File: src/rtl/fpcc_pkg.sv
package fpcc_pkg;

    typedef enum logic [0:0] {
        SEQ_IDLE = 1'b0,
        SEQ_EVAL = 1'b1
    } seq_state_e;

    localparam int COND_UN  = 0;
    localparam int COND_EQ  = 1;
    localparam int COND_LT  = 2;
    localparam int COND_SIG = 3;

    typedef struct packed {
        logic lt;
        logic eq;
        logic un;
    } rel_t;

    // status-word bit that mirrors condition code n
    function automatic int cc_stat_pos(input int n);
        return (n == 0) ? 23 : 24 + n;
    endfunction

endpackage

File: src/rtl/fpcc_classify.sv
module fpcc_classify
    import fpcc_pkg::*;
#(
    parameter int FLT_W = 32,
    parameter int EXP_W = 8
) (
    input  logic [FLT_W-1:0] op_a,
    input  logic [FLT_W-1:0] op_b,
    output rel_t             rel
);
    localparam int MAN_W = FLT_W - 1 - EXP_W;
    localparam int MAG_W = FLT_W - 1;

    logic             nan_a, nan_b, unord;
    logic [MAG_W-1:0] mag_a, mag_b;
    logic             sgn_a, sgn_b, both_zero, ord_lt;

    always_comb begin
        mag_a = op_a[MAG_W-1:0];
        mag_b = op_b[MAG_W-1:0];
        sgn_a = op_a[FLT_W-1];
        sgn_b = op_b[FLT_W-1];
        nan_a = (&op_a[FLT_W-2 -: EXP_W]) && (|op_a[MAN_W-1:0]);
        nan_b = (&op_b[FLT_W-2 -: EXP_W]) && (|op_b[MAN_W-1:0]);
        unord = nan_a | nan_b;
        both_zero = (mag_a == '0) && (mag_b == '0);
        unique case ({sgn_a, sgn_b})
            2'b10:   ord_lt = !both_zero;
            2'b01:   ord_lt = 1'b0;
            2'b00:   ord_lt = mag_a < mag_b;
            default: ord_lt = mag_a > mag_b;
        endcase
        rel.un = unord;
        rel.eq = !unord && (both_zero || (op_a == op_b));
        rel.lt = !unord && ord_lt;
    end

endmodule

File: src/rtl/fpcc_seq.sv
module fpcc_seq
    import fpcc_pkg::*;
#(
    parameter int FLT_W = 32,
    parameter int IDX_W = 3
) (
    input  logic             clk,
    input  logic             rst,
    input  logic             stb,
    input  logic [FLT_W-1:0] a,
    input  logic [FLT_W-1:0] b,
    input  logic [3:0]       cond,
    input  logic [IDX_W-1:0] idx,
    output logic             commit,
    output logic [FLT_W-1:0] h_a,
    output logic [FLT_W-1:0] h_b,
    output logic [3:0]       h_cond,
    output logic [IDX_W-1:0] h_idx
);
    seq_state_e st_q, st_d;

    // state register
    always_ff @(posedge clk) begin
        if (rst) st_q <= SEQ_IDLE;
        else     st_q <= st_d;
    end

    // transitions: WAIT, ACCEPT, CHAIN, RETIRE
    always_comb begin
        unique case (st_q)
            SEQ_IDLE: st_d = stb ? SEQ_EVAL : SEQ_IDLE;
            SEQ_EVAL: st_d = stb ? SEQ_EVAL : SEQ_IDLE;
            default:  st_d = SEQ_IDLE;
        endcase
    end

    always_ff @(posedge clk) begin
        if (rst) begin
            h_a    <= '0;
            h_b    <= '0;
            h_cond <= '0;
            h_idx  <= '0;
        end else if (stb) begin
            h_a    <= a;
            h_b    <= b;
            h_cond <= cond;
            h_idx  <= idx;
        end
    end

    // outputs
    always_comb begin
        unique case (st_q)
            SEQ_EVAL: commit = 1'b1;
            default:  commit = 1'b0;
        endcase
    end

endmodule

File: src/rtl/fpcc_regs.sv
module fpcc_regs
    import fpcc_pkg::*;
#(
    parameter int              CC_N      = 8,
    parameter int              STAT_W    = 32,
    parameter logic [STAT_W-1:0] STAT_MASK = 32'hFE83_FFFF,
    parameter int              IDX_W     = $clog2(CC_N)
) (
    input  logic              clk,
    input  logic              rst,
    input  logic              commit,
    input  logic              cmp_res,
    input  logic              cmp_inv,
    input  logic [IDX_W-1:0]  cmp_idx,
    input  logic              ctl_we,
    input  logic              ctl_sel,
    input  logic [STAT_W-1:0] ctl_wdata,
    output logic [CC_N-1:0]   cc,
    output logic [STAT_W-1:0] stat,
    output logic              inv_o,
    output logic              mode_err_o
);
    function automatic logic [STAT_W-1:0] cc_field_mask();
        logic [STAT_W-1:0] m;
        m = '0;
        for (int n = 0; n < CC_N; n++) m[cc_stat_pos(n)] = 1'b1;
        return m;
    endfunction

    localparam logic [STAT_W-1:0] CC_BITS   = cc_field_mask();
    localparam logic [STAT_W-1:0] REST_MASK = STAT_MASK & ~CC_BITS;

    logic [CC_N-1:0]   cc_q, cc_d, cc_from_stat, cc_wr;
    logic [STAT_W-1:0] rest_q, rest_d, mirror;

    for (genvar n = 0; n < CC_N; n++) begin : g_map
        assign cc_from_stat[n]         = ctl_wdata[cc_stat_pos(n)];
    end

    always_comb begin
        mirror = '0;
        for (int n = 0; n < CC_N; n++) mirror[cc_stat_pos(n)] = cc_q[n];
    end

    always_comb begin
        cc_wr = cc_q;
        if (ctl_we) cc_wr = ctl_sel ? cc_from_stat : ctl_wdata[CC_N-1:0];
        cc_d = cc_wr;
        if (commit && !cmp_inv) cc_d[cmp_idx] = cmp_res;
        rest_d = (ctl_we && ctl_sel) ? (ctl_wdata & REST_MASK) : rest_q;
    end

    always_ff @(posedge clk) begin
        if (rst) begin
            cc_q       <= '0;
            rest_q     <= '0;
            inv_o      <= 1'b0;
            mode_err_o <= 1'b0;
        end else begin
            cc_q       <= cc_d;
            rest_q     <= rest_d;
            inv_o      <= commit && cmp_inv;
            mode_err_o <= ctl_we && ctl_sel && (|(ctl_wdata & ~STAT_MASK));
        end
    end

    assign cc   = cc_q;
    assign stat = rest_q | mirror;

endmodule

File: src/rtl/fpcc_unit.sv
module fpcc_unit
    import fpcc_pkg::*;
#(
    parameter int                FLT_W     = 32,
    parameter int                EXP_W     = 8,
    parameter int                CC_N      = 8,
    parameter int                STAT_W    = 32,
    parameter logic [STAT_W-1:0] STAT_MASK = 32'hFE83_FFFF,
    parameter int                IDX_W     = $clog2(CC_N)
) (
    input  logic              clk,
    input  logic              rst,
    input  logic              cmp_stb,
    input  logic [FLT_W-1:0]  cmp_a,
    input  logic [FLT_W-1:0]  cmp_b,
    input  logic [3:0]        cmp_cond,
    input  logic [IDX_W-1:0]  cmp_idx,
    input  logic              ctl_we,
    input  logic              ctl_sel,
    input  logic [STAT_W-1:0] ctl_wdata,
    input  logic [IDX_W-1:0]  br_idx,
    input  logic              br_sense,
    output logic [CC_N-1:0]   cc_o,
    output logic [STAT_W-1:0] stat_o,
    output logic              inv_o,
    output logic              mode_err_o,
    output logic              br_true
);
    logic             commit;
    logic [FLT_W-1:0] h_a, h_b;
    logic [3:0]       h_cond;
    logic [IDX_W-1:0] h_idx;
    rel_t             rel;
    logic             res, inv;

    fpcc_seq #(.FLT_W(FLT_W), .IDX_W(IDX_W)) u_seq (
        .clk(clk), .rst(rst), .stb(cmp_stb), .a(cmp_a), .b(cmp_b),
        .cond(cmp_cond), .idx(cmp_idx), .commit(commit),
        .h_a(h_a), .h_b(h_b), .h_cond(h_cond), .h_idx(h_idx)
    );

    fpcc_classify #(.FLT_W(FLT_W), .EXP_W(EXP_W)) u_cls (
        .op_a(h_a), .op_b(h_b), .rel(rel)
    );

    always_comb begin
        res = (h_cond[COND_LT] & rel.lt) | (h_cond[COND_EQ] & rel.eq)
            | (h_cond[COND_UN] & rel.un);
        inv = h_cond[COND_SIG] & rel.un;
    end

    fpcc_regs #(.CC_N(CC_N), .STAT_W(STAT_W), .STAT_MASK(STAT_MASK), .IDX_W(IDX_W)) u_regs (
        .clk(clk), .rst(rst), .commit(commit), .cmp_res(res), .cmp_inv(inv),
        .cmp_idx(h_idx), .ctl_we(ctl_we), .ctl_sel(ctl_sel), .ctl_wdata(ctl_wdata),
        .cc(cc_o), .stat(stat_o), .inv_o(inv_o), .mode_err_o(mode_err_o)
    );

    assign br_true = (cc_o[br_idx] == br_sense);

endmodule

File: config.mk
export PLATFORM = sky130hd
export DESIGN_NAME = fpcc_unit
export DESIGN_NICKNAME = d
export VERILOG_FILES = /design/src/rtl/fpcc_pkg.sv /design/src/rtl/fpcc_classify.sv /design/src/rtl/fpcc_seq.sv /design/src/rtl/fpcc_regs.sv /design/src/rtl/fpcc_unit.sv
export SDC_FILE = /design/constraint.sdc
export NUM_CORES = 1
export LEC_CHECK = 0
export BUFFER_PORTS_ARGS = -buffer_cell sky130_fd_sc_hd__buf_2
export CORE_UTILIZATION = 52
export DETAILED_ROUTE_END_ITERATION = 10
export GPL_TIMING_DRIVEN = 1
export PLACE_DENSITY_LB_ADDON = 0.3
export SLEW_MARGIN = 20
export SYNTH_ARGS = -nofsm -noshare
export SYNTH_HDL_FRONTEND = slang
export SYNTH_HIERARCHICAL = 1
export SYNTH_SLANG_ARGS = --single-unit
File: constraint.sdc
create_clock -name clk -period 4.38 [get_ports clk]
set_clock_uncertainty 0.15 [all_clocks]
set_input_delay 1.095 -clock clk [delete_from_list [all_inputs] [get_ports clk]]
set_output_delay 1.095 -clock clk [all_outputs]
set_load 0.02 [all_outputs]
* After elaboration in Yosys (flattened, before gate mapping) *
Cells that the tools add are included.
W data, S select, Z words.

storage, ports and cells
  register bits after elaboration = 100
  latch bits = 0
  bits in writable memories = 0
  ROM bits = 0
  input port bits = 112
  output and inout bits = 43
  logic and storage cells = 59
  memories = 0

cells by class
  $add $sub $neg = 0
  multipliers = 0
  divide/modulo/power cells = 0
  magnitude comparators = 5
  equal/unequal tests = 4
  shift-type cells = 0
  multiplexer cells = 11
  bitwise gates (word level) = 8
  reductions and logical operators = 22

operators with widths
  cell                  number
  $logic_not A31 Y1     2
  $reduce_or A23 Y1     2
  $eq A32 B32 Y1        1
  $or A18 B32 Y32       1
  $gt A31 B31 Y1        1
  $lt A31 B31 Y1        1
  $mux W8               3
  $reduce_and A8 Y1     2
  $logic_and A1 B1 Y1   10
  $bwmux W8             1
  $lt A3 B4 Y1 const B  2
  $reduce_or A6 Y1      1
  $and A1 B1 Y1         4
  $mux W1               4
  $bmux W1 S3           1
  $demux W1 S3          1
  $ge A3 B1 Y1 const B  1
  $logic_not A1 Y1      3
  $or A1 B1 Y1          3
  $pmux W1 S3           1
  $eq A2 B1 Y1 const B  1
  $eq A2 B2 Y1 const B  1
  $logic_not A2 Y1      1
  $eq A1 B1 Y1          1
  $logic_or A1 B1 Y1    1

* Logic depth before layout (Yosys ltp) *
  depth in word-level cells = 10
  depth in mapped cells = 14
  mapped depth without buffers = 13

* Modules after synthesis *
The synthesis kept the hierarchy.

modules (own cells, without submodules)
  module         times used  cells each  area an instance (µm²)  sequential area each (µm²)
  fpcc_seq       1           231         2573.7                  1441.4
  fpcc_regs      1           164         1378.8                  560.5
  fpcc_classify  1           151         1072.3                  0.0
  fpcc_unit      1           10          96.3                    0.0

* Worst setup path after synthesis *
Ideal clock, no wire load.

  path type = reg2reg
  from = register u_seq.h_b[29]
  to = register u_regs.cc_q[4] (netlist: u_regs/cc[4])
  setup time = 0.117 ns
  arrival time = 3.419 ns
  data required time = 4.113 ns
  setup slack = 0.694 ns
  stages on the path, launching flop included = 14
  buffers on the path = 1
  clock period less this slack = 3.686 ns
  cell sequence = dfxtp_1 > inv_1 > ha_1 > nand3_1 > or3_1 > or4_1 > or4_1 > o211a_1 > o311a_1 > a222oi_1 > inv_1 > nor2b_1 > buf_1 > a32o_1

RTL lines
  what                    RTL line         source
  from (decl)             fpcc_seq.sv:16   output logic [FLT_W-1:0] h_b,
  from (signal assigned)  fpcc_seq.sv:40   h_b <= '0;
  from (signal assigned)  fpcc_seq.sv:45   h_b <= b;
  to (signal assigned)    fpcc_regs.sv:55  cc_q <= '0;
  to (signal assigned)    fpcc_regs.sv:60  cc_q <= cc_d;
  to (decl)               fpcc_regs.sv:33  logic [CC_N-1:0] cc_q, cc_d, cc_from_stat, cc_wr;

==> qor.csv <==
stage;metric;value;unit
routing;Iteration-0 DRC Markers;144;
global_routing;initial antenna violation count;0;
global_routing;GRT Residual Overflow;0;
hold_path;worst hold path type;flip-flop to flip-flop;
critical_path;Crit Path Class;flip-flop to flip-flop;
routing;routed len/inst;14.6;um
clock_network;Post-CTS Hold Buffers;0;
placed_design;Detailed Place HPWL;9000;um
synth;YS warnings;6;
routing;Routed WL;11900;um
placed_design;Post-Place Setup Slack;0.429;ns
clock_network;clock latency at the later pin of the worst-skew pair;0.36;ns
sta;setup TNS;0;ns
final_layout;area delta synth->final;16.0;%
synth;Cells after Synth;556;
clock_network;CTS tree;built;
critical_path;worst r2r src;u_seq/h_b[29];
floorplanning;die height;101;um
final_layout;Layout Cells excl Fill;811;
clock_network;number of buffers created by CTS;9;
clock_network;depth of the CTS H-tree;3;
global_routing;largest net degree at the start of global routing;73;
placed_design;Placed Cells incl. Taps;795;
synth;synth cell count leaders;dfxtp_1, mux2i_1, nor2_1;
sta;final setup margin;0.387;ns
final_layout;Finished Cell Area;5940;sq um
floorplanning;Core ar.;9370;sq um
floorplanning;Die Area;10200;sq um
critical_path;startpoint types;flip-flop;
power_and_ir_drop;PD cells;340;nW/um^2
power_and_ir_drop;Final Power;2020;uW
critical_path;Worst R2R Setup Slack;0.39;ns
synth;post-synth top area cell;dfxtp_1;
sta;Setup Viol. Count Final;0;
synth;Post-synth EDFFs;0;
placed_design;I/O Buffers;148;
critical_path;Setup crit end kind;flip-flop;
synth;main area contributors after synthesis;dfxtp_1, mux2i_1, ha_1, nor2_1, a21oi_1;
sta;Period minus WS final;3.99;ns
clock_network;Longest Clk Path Bufs;2;
sta;Fin. Hold Viols;0;
synth;register area share after synthesis;39.1;%
clock_network;Setup Buffers After CTS;0;
routing;drt drc;0;
floorplanning;Initial Utilization;54.6;%
routing;DR vias;4316;
hold_path;Hold Crit Start;u_regs/rest_q[10];
clock_network;Root Buffer Master;clkbuf_8;
clock_network;CTS clk-pin slew, worst paths;0.09;ns
synth;top-area cell type share of the netlist area;39.1;%
sta;Max Clock Freq;250;MHz
routing;vias per cell;5.32;
sta;final worst-path cycle share;91.2;%
routing;Detail Route Antenna Nets;0;
routing;DRT Pass-1 Iters;4;
placed_design;GP Congestion;0.768;
hold_path;Hold Path Cell Cnt;2;
synth;most common cell in the synthesized netlist;dfxtp_1;
synth;Syn Area/Cell;9.21;sq um
clock_network;cts repair resizes;0;
final_layout;share of cells above drive strength 1;26.8;%
critical_path;worst r2r dst;u_regs/cc[4];
outcome;run status;finished, final reports clean;
power_and_ir_drop;peak supply drop;0.201;mV
global_routing;number of global-route vias before repair;4013;
floorplanning;IO Pins;155;
clock_network;CTS sink cnt;100;
critical_path;worst endpoint required time;4.49;ns
final_layout;fillers;817;
flow_run;Max Cap Viol;0;
critical_path;Arrival @ worst endpoint;4.11;ns
sta;Slew Limit Fails;0;
critical_path;R2R depth;12;
synth;post-synth cell types;60;
sta;RSZ-0062 raised after global routing;no;
synth;Synth async-reset ratio;0;%
synth;synthesized flop and latch total;100;
floorplanning;std cell rows;35;
final_layout;Ant. Diodes;0;
global_routing;first-pass GRT wire length;18600;um
synth;post-synthesis cell area;5120;sq um
power_and_ir_drop;P_leak;0.00290;uW
critical_path;largest fanout on the critical path;8;
floorplanning;Die Wd;101;um
sta;relative slew slack;36.8;%
placed_design;placement-stage cell area;5720;sq um
sta;Worst-Margin Slew;0.948;ns
final_layout;final net count;823;
synth;most used flip-flop cell after synthesis;dfxtp_1;
hold_path;worst hold endpoint;u_regs/rest_q[10];
global_routing;gr usage total;23.2;%
[area by class of cell]
cell class	count	area, sq um	area share, %
inverter	35	131	2.21
sequential	100	2000	33.7
clock inverter	6	87.6	1.47
clock buffer	10	128	2.15
timing repair buffer	149	767	12.9
multi-input combinational	382	2660	44.8
tap	129	161	2.72
[power by group]
group          switching, uW  total, uW  internal (uW)
Sequential              48.4       1010            962
Clock                    318        641            323
Combinational            198        369            170
Total                    565       2020           1460
[per-stage QoR]
stage	utilization, %	hold WS (ns)
final	63.4	0.309
after global routing	63.4	0.330
after CTS	63.3	0.309
after detailed placement	61.0	0.295
after global placement	61.0	0.289
after floorplan	-	0.295
[placed cells by master (no fill, tap or decap), drive strengths merged, types with 2 or more instances in the layout]
cell type / netlist / layout
buf: 40 / 149
dfxtp: 100 / 100
mux2i: 83 / 83
nor2: 82 / 82
nand2: 50 / 50
a21oi: 40 / 40
inv: 35 / 36
ha: 34 / 34
nor4: 14 / 14
nand4: 11 / 11
clkbuf: 4 / 10
conb: 1 / 6
nor3: 4 / 4
nand3: 4 / 4
a32o: 4 / 4
o21ai: 4 / 4
or4: 3 / 3
and2: 3 / 3
clkinv: 0 / 3
or3: 3 / 3
a21o: 3 / 3
and3: 3 / 3
bufinv: 0 / 2
o21a: 2 / 2
nor2b: 2 / 2
mux2: 2 / 2
a31o: 2 / 2
a31oi: 2 / 2
and3b: 2 / 2
nor4b: 2 / 2
a22o: 2 / 2
[per-layer routing]
layer  routed length [um]  GRT usage [%]
met5                    0              0
met1                 5110           26.9
met4                  202           7.58
met3                  614           4.21
met2                 5940           42.9
[worst max-delay path, cell delays in order (launching register included)]
cell,delay (ns)
dfxtp_1,0.39
inv_1,0.06
ha_1,0.29
nand3_1,0.10
or3_1,0.40
or4_1,0.57
or4_1,0.57
o211a_1,0.14
o311a_1,0.36
a222oi_1,0.23
inv_1,0.06
nor2b_1,0.22
a32o_1,0.35
[state kept, by name, summed over array words and instances, names as in the netlist]
| register | flops |
|---|---|
| u_seq/h_a | 32 |
| u_seq/h_b | 32 |
| u_regs/rest_q | 18 |
| u_regs/cc | 8 |
| u_seq/h_cond | 4 |
| u_seq/h_idx | 3 |
| u_regs/inv_o | 1 |
| u_regs/mode_err_o | 1 |
| u_seq/st_q | 1 |
[logic make-up after synthesis]
family	after synthesis	share of synthesized area, %
simple gates	187	17.6
buf+inv	79	9.28
flops	100	39.1
compound gates	68	8.40
fa+ha+maj	34	8.31
other cells	1	0.0732
mux	86	17.1
xor+xnor	1	0.171
[how the worst max path moves through the flow]
| stage | cells past startpoint | endpoint | from |
|---|---|---|---|
| after global placement | 12 | u_regs/cc[4] | u_seq/h_b[29] |
| after CTS | 12 | u_regs/cc[4] | u_seq/h_b[29] |
| after detailed placement | 12 | u_regs/cc[4] | u_seq/h_b[29] |
| after global routing | 12 | u_regs/cc[2] | u_seq/h_b[30] |
| after floorplan | 13 | u_regs/cc[4] | u_seq/h_b[29] |
| final | 12 | u_regs/cc[4] | u_seq/h_b[29] |
Power figures use the tool's default switching activity.
